<file path="config.mk">
export PLATFORM = sky130hd
export DESIGN_NAME = vec_irq_ctrl
export DESIGN_NICKNAME = d
export VERILOG_FILES = /design/src/rtl/irq_pkg.sv /design/src/rtl/irq_flag_path.sv /design/src/rtl/irq_gate_ctrl.sv /design/src/rtl/vec_irq_ctrl.sv
export SDC_FILE = /design/constraint.sdc
export NUM_CORES = 1
export LEC_CHECK = 0
export BUFFER_PORTS_ARGS = -buffer_cell sky130_fd_sc_hd__buf_4
export CAP_MARGIN = 5
export CELL_PAD_IN_SITES_DETAIL_PLACEMENT = 1
export CELL_PAD_IN_SITES_GLOBAL_PLACEMENT = 2
export CORE_MARGIN = 1
export CORE_UTILIZATION = 18
export DETAILED_ROUTE_END_ITERATION = 10
export PLACE_DENSITY_LB_ADDON = 0.1
export SLEW_MARGIN = 0
export SYNTH_ARGS = -nofsm -noshare
export SYNTH_HDL_FRONTEND = slang
export SYNTH_SLANG_ARGS = --single-unit
</file>
<file path="constraint.sdc">
create_clock -name clk -period 1.5 [get_ports clk]
set_input_delay 0.15 -clock clk [delete_from_list [all_inputs] [get_ports clk]]
set_output_delay 0.15 -clock clk [all_outputs]
set_load 0.03 [all_outputs]
</file>
<file path="src/rtl/irq_pkg.sv">
package irq_pkg;

  // Strobes from control to datapath
  typedef struct packed {
    logic takeIrq;   // interrupt accepted this cycle
    logic reqOpen;   // global gating allows a request
  } ctlStrobe_t;

endpackage

</file>
<file path="src/rtl/irq_flag_path.sv">
module irq_flag_path
  import irq_pkg::*;
#(
  parameter int NUM_SRC = 8,
  parameter logic [NUM_SRC-1:0] LEVEL_MASK = '0,
  localparam int IDXW = (NUM_SRC > 1) ? $clog2(NUM_SRC) : 1
) (
  input  logic               clk,
  input  logic               rstN,
  input  logic [NUM_SRC-1:0] srcIn,
  input  logic [NUM_SRC-1:0] srcEnable,
  input  logic               flagClrWr,
  input  logic [NUM_SRC-1:0] flagClrData,
  input  ctlStrobe_t         strobe,
  output logic [NUM_SRC-1:0] flagsOut,
  output logic               anyReady,
  output logic [IDXW-1:0]    winVec
);

  localparam logic [NUM_SRC-1:0] EDGE_MASK = ~LEVEL_MASK;

  logic [NUM_SRC-1:0] flagQ;
  logic [NUM_SRC-1:0] readyVec;
  logic [NUM_SRC-1:0] candVec;
  logic [NUM_SRC-1:0] winHot;

  // One storage cell per source; level sources get no latch
  for (genvar g = 0; g < NUM_SRC; g++) begin : g_src
    if (LEVEL_MASK[g]) begin : g_level
      assign flagQ[g]    = 1'b0;
      assign readyVec[g] = srcIn[g];
    end else begin : g_event
      logic cellQ;
      logic clrHit;
      assign clrHit = (flagClrWr && flagClrData[g]) ||
                      (strobe.takeIrq && winHot[g]);
      always_ff @(posedge clk) begin
        if (!rstN)            cellQ <= 1'b0;
        else if (srcIn[g])    cellQ <= 1'b1;   // new event wins over clear
        else if (clrHit)      cellQ <= 1'b0;
      end
      assign flagQ[g]    = cellQ;
      assign readyVec[g] = cellQ;
    end
  end

  assign candVec = readyVec & srcEnable;
  assign anyReady = |candVec;

  // Lowest index wins
  always_comb begin
    winVec = '0;
    for (int i = NUM_SRC - 1; i >= 0; i--) begin
      if (candVec[i]) winVec = IDXW'(i);
    end
  end

  always_comb begin
    winHot = '0;
    if (anyReady) winHot[winVec] = 1'b1;
  end

  assign flagsOut = flagQ & EDGE_MASK;

endmodule

</file>
<file path="src/rtl/irq_gate_ctrl.sv">
module irq_gate_ctrl
  import irq_pkg::*;
(
  input  logic       clk,
  input  logic       rstN,
  input  logic       gieSet,
  input  logic       cliStrobe,
  input  logic       retiStrobe,
  input  logic       instrRetire,
  input  logic       accept,
  input  logic       anyReady,
  output ctlStrobe_t strobe,
  output logic       irqReq,
  output logic       gieOut
);

  logic gieQ;
  logic holdQ;   // one foreground instruction still owed after a return

  assign strobe.reqOpen = gieQ && !holdQ && !cliStrobe;
  assign irqReq         = strobe.reqOpen && anyReady;
  assign strobe.takeIrq = accept && irqReq;

  always_ff @(posedge clk) begin
    if (!rstN)                               gieQ <= 1'b0;
    else if (strobe.takeIrq || cliStrobe)    gieQ <= 1'b0;
    else if (retiStrobe || gieSet)           gieQ <= 1'b1;
  end

  always_ff @(posedge clk) begin
    if (!rstN)            holdQ <= 1'b0;
    else if (retiStrobe)  holdQ <= 1'b1;
    else if (instrRetire) holdQ <= 1'b0;
  end

  assign gieOut = gieQ;

endmodule

</file>
<file path="src/rtl/vec_irq_ctrl.sv">
module vec_irq_ctrl
  import irq_pkg::*;
#(
  parameter int NUM_SRC = 8,
  parameter logic [NUM_SRC-1:0] LEVEL_MASK = 8'hC0,
  localparam int IDXW = (NUM_SRC > 1) ? $clog2(NUM_SRC) : 1
) (
  input  logic               clk,
  input  logic               rstN,
  input  logic [NUM_SRC-1:0] srcIn,
  input  logic [NUM_SRC-1:0] srcEnable,
  input  logic               flagClrWr,
  input  logic [NUM_SRC-1:0] flagClrData,
  input  logic               gieSet,
  input  logic               cliStrobe,
  input  logic               retiStrobe,
  input  logic               instrRetire,
  input  logic               accept,
  output logic               irqReq,
  output logic [IDXW-1:0]    irqVec,
  output logic               gieOut,
  output logic [NUM_SRC-1:0] flagsOut
);

  ctlStrobe_t strobe;
  logic       anyReady;

  irq_gate_ctrl u_ctrl (
    .clk(clk), .rstN(rstN), .gieSet(gieSet), .cliStrobe(cliStrobe),
    .retiStrobe(retiStrobe), .instrRetire(instrRetire), .accept(accept),
    .anyReady(anyReady), .strobe(strobe), .irqReq(irqReq), .gieOut(gieOut)
  );

  irq_flag_path #(.NUM_SRC(NUM_SRC), .LEVEL_MASK(LEVEL_MASK)) u_path (
    .clk(clk), .rstN(rstN), .srcIn(srcIn), .srcEnable(srcEnable),
    .flagClrWr(flagClrWr), .flagClrData(flagClrData), .strobe(strobe),
    .flagsOut(flagsOut), .anyReady(anyReady), .winVec(irqVec)
  );

endmodule

</file>
==> impl_metrics.yaml, run 1 <==
run_status:
  status: "finished with violations"
  violations: "DRC, setup timing"
setup_path:
  crit_fanout: 3
  path_class: "reg2out"
  start_kind: "register"
  crit_buf_inv: 1
  cp_slowest_cell: "dfxtp_2"
  cpPeakStageDelay_ps: 330
  crit_chain: "a22o_1 -> nor2_2 -> nand3_2 -> and3_4 -> buf_6"
  r2r_slack_ps: 200
  cpLargestDelayFamily: "simple AND/OR/NAND/NOR gates"
  required_ps: 1350
  worst_setup_path_end_kind: "primary output"
  worstPathArrival_ps: 1360
clock_network:
  cts.clk_slew.worst_paths_ps: 60
  root_buffer: "clkbuf_4"
  cts_tree: "done"
  cts_hold_buf: 0
  clk_path_buf_depth: 2
  cts.sinks: 8
  cts_buffers: 3
  h-tree-depth: 1
  clk_latency_ps: 260
drt:
  wl_per_cell_um: 12.5
  drt-met1-wl_um: 749
  totalWireLength_mm: 1.74
  highest_layer: "met4"
  drtPass1Iterations: 7
  ant_nets: 0
  drc: 6
  wl_met2_um: 820
  wl_met3_um: 130
  via_per_inst: 4.77
  drtIter0Drc: 12
  dr_total_vias: 663
synth:
  ys_seq_area_frac: 0.294
  synth_edf_count: 0
  synthArstFlopShare: 0
  netlist_instances: 67
  yosysWarnings: 0
  synth_area_sq_um: 544
  synth_cell_type_count: 27
  synthFlopType: "dfxtp_1"
  synth.avg_cell_area_sq_um: 8.12
  ys_seq_elements: 8
cells_and_area:
  final_util: 0.327
  areaGrowthSynthToFinish_pct: 68.5
  nets: 142
  layout_commonest_cell: "buf_4"
  drive_gt1_frac: 0.565
  final_cell_mix: "44 x buf_4, 10 x nand2_1, 5 x dfxtp_1"
  insertedDiodeCount: 0
  nFillCells: 356
die:
  num_rows: 19
  die_y_um: 57.0
  die_x_um: 57.0
  core_area_sq_um: 2810
  ios: 45
  dieArea_sq_um: 3250
  start_util: 0.194
sta:
  min_period_over_period: 1.01
  rsz0062_at_grt: "yes"
  slew_viol_final: 0
  hold_viol: 0
  min_period_ps: 1510
  hold_slack_ps: 96.6
  max_freq_ghz: 0.663
  skew_ps: 0.261
  setup_violations: 1
  setup_ws_ps: -8.30
placement:
  gp_congestion: 0.707
  portBuffers: 40
  dp_hpwl_mm: 1.43
  dp_slack_ps: 127
power:
  swShare: 0.335
  p_per_area_nw_per_um2: 748
  p_clk_frac: 0.254
  p_sw_uw: 230
  pwr-share-comb: 0.390
  power_frac_seq: 0.357
  ir_drop_mv: 0.278
  leakagePower_uw: 0.000436
  intPower_uw: 456
global_routing:
  grt_pass1_vias: 651
  antenna_found_initial: 0
  grt_usage: 0.117
  grt-ovfl-total: 0
  grt_start_max_net_pins: 9
  grt_pass1_wl_mm: 2.87
hold_path:
  hold_class: "in2reg"
flow_run:
  cap_violations: 0
[through the flow]
stage,instances,TNS (ps),total power (uW),cell area (sq um)
final,139,-8.30,686,917
after floorplan,68,0,388,548
after detailed placement,132,0,496,835
after CTS,139,-31.6,694,907
after global routing,139,-222,734,917
after global placement,132,0,494,835
[sequential cells by signal, summed over array words and instances, names as in the netlist]
signal                      cells
u_ctrl.holdQ                    1
u_path.g_src.g_event.cellQ      6
u_ctrl.gieOut                   1
[routing by layer]
layer	up-vias	GRT usage
met5	-	0
met2	28	0.190
met3	5	0.0227
li1	324	-
met1	306	0.146
met4	0	0.0627
[path summary, 6_finish.rpt]
path / startpoint / to / depth (start not counted)
worst max-delay path: u_path.g_src[4].g_event.cellQ$_SDFFE_PN0P_ / irqReq / 5
worst min-delay path: srcIn[0] / u_path.g_src[0].g_event.cellQ$_SDFFE_PN0P_ / 2
worst max register to register: u_path.g_src[2].g_event.cellQ$_SDFFE_PN0P_ / u_path.g_src[2].g_event.cellQ$_SDFFE_PN0P_ / 4
worst min register to register: u_path.g_src[1].g_event.cellQ$_SDFFE_PN0P_ / u_path.g_src[1].g_event.cellQ$_SDFFE_PN0P_ / 2
[cells by family (layout without fill, tap and decap cells)]
kind of cell	Yosys count	count (layout)	share of synthesized area
DFF	8	8	0.294
buffers and inverters	9	49	0.117
AOI/OAI and AO/OA	24	24	0.356
and+or+nand+nor	25	25	0.225
other	1	2	0.00689
[timing repair]
item                       in CTS  in global routing
setup endpoints to repair       1                  4
resized for setup               7                  2
pin swaps                       4                  2
setup buffers                   4                  0
[synthesized netlist by cell type, types with 2 or more instances]
cell | n | area share
nand3_1 | 3 | 0.028
a22o_1 | 2 | 0.032
nand2_1 | 10 | 0.069
a21oi_1 | 4 | 0.037
buf_4 | 8 | 0.11
a21boi_0 | 3 | 0.041
o21ai_0 | 2 | 0.018
a22oi_1 | 2 | 0.028
o21a_1 | 2 | 0.028
o311a_1 | 2 | 0.037
nor2_1 | 5 | 0.034
dfxtp_1 | 8 | 0.29
nor2b_1 | 2 | 0.023
[final cells by class]
| class | instances | area, sq um | share of cell area |
|---|---|---|---|
| Multi-Input combinational cell | 51 | 347 | 0.378 |
| Timing Repair Buffer | 45 | 342 | 0.372 |
| Inverter | 1 | 3.75 | 0.00409 |
| Tap cell | 31 | 38.8 | 0.0423 |
| Clock buffer | 3 | 22.5 | 0.0246 |
| Sequential cell | 8 | 164 | 0.179 |
[power by group through the flow]
stage	combinational (uW)	clock, uW	sequential [uW]
after floorplan	142	0	246
after global placement	247	0	247
after detailed placement	249	0	248
after CTS	268	181	244
after global routing	291	197	246
final	267	174	245
(Power assumes the default switching activity.)
==> inputs of run 2 (changes only) <==
--- a/config.mk
+++ b/config.mk
@@ -5,11 +5,11 @@
 export SDC_FILE = /design/constraint.sdc
 export NUM_CORES = 1
 export LEC_CHECK = 0
-export BUFFER_PORTS_ARGS = -buffer_cell sky130_fd_sc_hd__buf_4
+export BUFFER_PORTS_ARGS = -buffer_cell sky130_fd_sc_hd__buf_2
 export CAP_MARGIN = 5
 export CELL_PAD_IN_SITES_DETAIL_PLACEMENT = 1
 export CELL_PAD_IN_SITES_GLOBAL_PLACEMENT = 2
-export CORE_MARGIN = 1
+export CORE_MARGIN = 2
 export CORE_UTILIZATION = 18
 export DETAILED_ROUTE_END_ITERATION = 10
 export PLACE_DENSITY_LB_ADDON = 0.1
==> impl_metrics.yaml, run 2 (synthesis gave the netlist of run 1 again) <==
drt:
  drc: 4
  via_per_inst: 4.70
  dr_total_vias: 648
  ant_nets: 0
  wl_per_cell_um: 13.2
  drtIter0Drc: 14
  totalWireLength_mm: 1.82
  drtPass1Iterations: 9
die:
  ios: 45
  dieArea_sq_um: 3480
  start_util: 0.194
  core_area_sq_um: 2810
  die_x_um: 59.0
  num_rows: 19
  die_y_um: 59.0
power:
  leakagePower_uw: 0.000413
  p_total_uw: 662
  p_per_area_nw_per_um2: 782
  ir_drop_mv: 0.280
placement:
  portBuffers: 40
  gp_congestion: 0.706
  dp.cells: 132
  dp_hpwl_mm: 1.47
clock_network:
  h-tree-depth: 1
  cts.clk_slew.worst_paths_ps: 60
  cts_hold_buf: 0
  clk_path_buf_depth: 2
  cts.sinks: 8
  cts_buffers: 3
  root_buffer: "clkbuf_4"
  clk_latency_ps: 250
  cts_tree: "done"
sta:
  setup_violations: 0
  max_freq_ghz: 0.675
  min_period_over_period: 0.988
  rsz0062_at_grt: "yes"
  min_period_ps: 1480
  hold_viol: 0
  skew_ps: 1.66
  slew_viol_final: 0
hold_path:
  hold_class: "in2reg"
setup_path:
  r2r_start: "u_path.g_src[2].g_event.cellQ$_SDFFE_PN0P_"
  required_ps: 1350
  r2r_end: "u_path.g_src[4].g_event.cellQ$_SDFFE_PN0P_"
  crit_start: "u_path.g_src[4].g_event.cellQ$_SDFFE_PN0P_"
  worst_setup_path_end_kind: "primary output"
  r2r_slack_ps: 200
  r2r_cells: 4
  start_kind: "register"
  crit_fanout: 4
  endpoint: "irqReq"
  worstPathArrival_ps: 1330
  path_class: "reg2out"
global_routing:
  grt_usage: 0.109
  antenna_found_initial: 0
  grt_start_max_net_pins: 9
  grt-ovfl-total: 0
  grt_pass1_vias: 635
  grt_pass1_wl_mm: 2.79
run_status:
  violations: "DRC"
  status: "finished with violations"
cells_and_area:
  final_cell_mix: "37 x buf_2, 9 x nand2_1, 6 x buf_4"
  drive_gt1_frac: 0.579
  areaGrowthSynthToFinish_pct: 55.4
  layout.cells.non_filler: 138
  largest_register_ffs: 6
  insertedDiodeCount: 0
  nets: 141
  regMostFlops: "u_path.g_src.g_event.cellQ"
  layout_commonest_cell: "buf_2"
flow_run:
  cap_violations: 0
[run 2: worst min path at each step]
stage,from,cells after the start,to
2_1_floorplan,rstN,1,u_ctrl.holdQ$_SDFFE_PN0P_
3_3_place_gp,srcIn[0],2,u_path.g_src[0].g_event.cellQ$_SDFFE_PN0P_
3_5_place_dp,srcIn[0],2,u_path.g_src[0].g_event.cellQ$_SDFFE_PN0P_
4_1_cts,srcIn[0],2,u_path.g_src[0].g_event.cellQ$_SDFFE_PN0P_
5_1_grt,srcIn[0],2,u_path.g_src[0].g_event.cellQ$_SDFFE_PN0P_
6_report,srcIn[0],2,u_path.g_src[0].g_event.cellQ$_SDFFE_PN0P_
[run 2: stage by stage]
stage                      util  setup TNS, ps  setup slack (ps)  instance area (sq um)  hold slack [ps]
after floorplan               -              0               148                    548              268
after CTS                 0.287          -77.3             -77.3                    806             93.2
final                     0.302              0              17.8                    846              104
after global placement    0.262              0               115                    734              359
after detailed placement  0.262              0               113                    734              367
after global routing      0.302          -64.9             -46.1                    846              108
[run 2: metal layers]
layer	vias to the layer above	routed length [um]	GRT usage
met5	-	0	0
met4	0	14	0.0584
met3	2	143	0.0306
met2	24	873	0.173
met1	298	784	0.132
li1	324	-	-
[run 2: worst max-delay path, stage by stage (launching register included)]
cell and delay, ps:
dfxtp_2 340, a22o_4 260, nor2_4 90, nand3_2 70, and3_4 180, buf_6 130
[run 2: area by class of cell]
cell class | count | area (sq um)
Sequential cell | 8 | 164
Timing Repair Buffer | 44 | 241
Inverter | 1 | 3.75
Clock buffer | 3 | 22.5
Tap cell | 31 | 38.8
Fill cell | 365 | 1960
Multi-Input combinational cell | 51 | 375
[run 2: repair_timing]
action,4_1_cts,5_1_grt
gates resized for setup,9,7
setup buffers,3,0
pin swaps,4,5
setup endpoints to repair,3,4
[run 2: power by group]
group / internal (uW) / total (uW) / leakage, uW / switching (uW)
clock network: 91.8 / 169 / 0.0000138 / 76.8
registers: 229 / 246 / 0.0000675 / 16.5
logic: 110 / 247 / 0.000331 / 138
==> inputs of run 3 (changes only) <==
--- a/config.mk
+++ b/config.mk
@@ -12,6 +12,7 @@
 export CORE_MARGIN = 2
 export CORE_UTILIZATION = 18
 export DETAILED_ROUTE_END_ITERATION = 10
+export MAX_ROUTING_LAYER = met4
 export PLACE_DENSITY_LB_ADDON = 0.1
 export SLEW_MARGIN = 0
 export SYNTH_ARGS = -nofsm -noshare
==> impl_metrics.yaml, run 3 (synthesis gave the netlist of run 1 again) <==
sta:
  setup_violations: 0
  skew_ps: 1.64
  min_period_ps: 1480
  setup_ws_ps: 17.8
  rsz0062_at_grt: "yes"
  hold_viol: 0
  max_freq_ghz: 0.675
  slew_viol_final: 0
  min_period_over_period: 0.988
die:
  dieArea_sq_um: 3480
  ios: 45
  num_rows: 19
  start_util: 0.194
  core_area_sq_um: 2810
  die_x_um: 59.0
  die_y_um: 59.0
power:
  pwr-share-comb: 0.374
  ir_drop_mv: 0.280
  intPower_uw: 431
  p_per_area_nw_per_um2: 782
  p_clk_frac: 0.255
  leakagePower_uw: 0.000413
  swShare: 0.349
  power_frac_seq: 0.371
  p_sw_uw: 231
cells_and_area:
  final_area_sq_um: 846
  final_cell_mix: "37 x buf_2, 9 x nand2_1, 6 x buf_4"
  drive_gt1_frac: 0.579
  areaGrowthSynthToFinish_pct: 55.4
  regMostFlops: "u_path.g_src.g_event.cellQ"
  layout_commonest_cell: "buf_2"
  nets: 141
  insertedDiodeCount: 0
  largest_register_ffs: 6
placement:
  placed_area_sq_um: 734
  dp_hpwl_mm: 1.47
  dp_slack_ps: 113
  portBuffers: 40
  gp_congestion: 0.714
clock_network:
  h-tree-depth: 1
  cts.sinks: 8
  clk_path_buf_depth: 2
  root_buffer: "clkbuf_4"
  cts.clk_slew.worst_paths_ps: 60
  clk_latency_ps: 250
  cts_buffers: 3
  cts_tree: "done"
drt:
  drtPass1Iterations: 9
  drtIter0Drc: 14
  wl_per_cell_um: 13.2
  via_per_inst: 4.70
  dr_total_vias: 648
  ant_nets: 0
  totalWireLength_mm: 1.82
  drc: 4
hold_path:
  hold_class: "in2reg"
  holdPathEnd: "u_path.g_src[0].g_event.cellQ$_SDFFE_PN0P_"
  min_path_cells: 2
  hold_start: "srcIn[0]"
global_routing:
  grt-ovfl-total: 0
  grt_pass1_wl_mm: 2.80
  antenna_found_initial: 0
  grt_usage: 0.112
  grt_start_max_net_pins: 9
  grt_pass1_vias: 635
setup_path:
  worstPathArrival_ps: 1330
  path_class: "reg2out"
  start_kind: "register"
  r2r_cells: 4
  worst_setup_path_end_kind: "primary output"
  crit_fanout: 4
  required_ps: 1350
  r2r_slack_ps: 200
  r2r_end: "u_path.g_src[4].g_event.cellQ$_SDFFE_PN0P_"
  r2r_start: "u_path.g_src[2].g_event.cellQ$_SDFFE_PN0P_"
run_status:
  status: "finished with violations"
  violations: "DRC"
flow_run:
  cap_violations: 0
==> run 3: cell counts in the layout (fill, tap and decap cells not counted) <==
Identical to the previous run, type by type.
==> run 3: repair_timing <==
item / 4_1_cts / 5_1_grt
gates resized for setup: 9 / 7
hold buffers: 0 / 0
endpoints found under the setup margin: 3 / 4
pin swaps: 4 / 5
setup buffers: 3 / 0
hold endpoints to repair: 0 / 0
==> run 3: critical path: stages (launching register included) <==
cell and delay, ps:
dfxtp_2 340, a22o_4 260, nor2_4 90, nand3_2 70, and3_4 180, buf_6 130
==> run 3: final cells by class <==
cell class | instances | area (sq um)
clock buffers | 3 | 22.5
fillers | 365 | 1960
inverters | 1 | 3.75
multi-input cells | 51 | 375
flip-flops and latches | 8 | 164
well taps | 31 | 38.8
repair buffers | 44 | 241
==> run 3: how the worst max path moves through the flow <==
stage | start | end | slack, ps | depth (start not counted)
2_1_floorplan | u_path.g_src[2].g_event.cellQ$_SDFFE_PN0P_ | u_path.g_src[4].g_event.cellQ$_SDFFE_PN0P_ | 150 | 4
3_3_place_gp | u_path.g_src[2].g_event.cellQ$_SDFFE_PN0P_ | irqReq | 120 | 4
3_5_place_dp | u_path.g_src[2].g_event.cellQ$_SDFFE_PN0P_ | irqReq | 110 | 4
4_1_cts | u_path.g_src[4].g_event.cellQ$_SDFFE_PN0P_ | irqReq | -80 | 5
5_1_grt | u_path.g_src[4].g_event.cellQ$_SDFFE_PN0P_ | irqReq | -50 | 5
6_report | u_path.g_src[4].g_event.cellQ$_SDFFE_PN0P_ | irqReq | 20 | 5
==> run 3: through the flow <==
stage | std cells | total power, uW | setup TNS, ps | utilization | hold WS (ps)
2_1_floorplan | 68 | 388 | 0 | - | 268
3_3_place_gp | 132 | 458 | 0 | 0.262 | 359
3_5_place_dp | 132 | 461 | 0 | 0.262 | 367
4_1_cts | 138 | 659 | -77.3 | 0.287 | 93.2
5_1_grt | 138 | 707 | -64.9 | 0.302 | 108
6_report | 138 | 661 | 0 | 0.302 | 104
==> run 3: metal layers <==
metal | vias up | global-route usage | share of wire
met5 | - | - | 0
met3 | 2 | 0.0262 | 0.072
li1 | 324 | - | -
met1 | 298 | 0.134 | 0.44
met2 | 24 | 0.173 | 0.48
met4 | 0 | 0.0584 | 0.0077
==> run 3: power by group through the flow <==
stage	Clock, uW	Combinational [uW]	Sequential (uW)
after floorplan	0	142	246
after global placement	0	212	246
after detailed placement	0	214	247
final	169	247	246
after global routing	190	270	247
after CTS	180	235	244
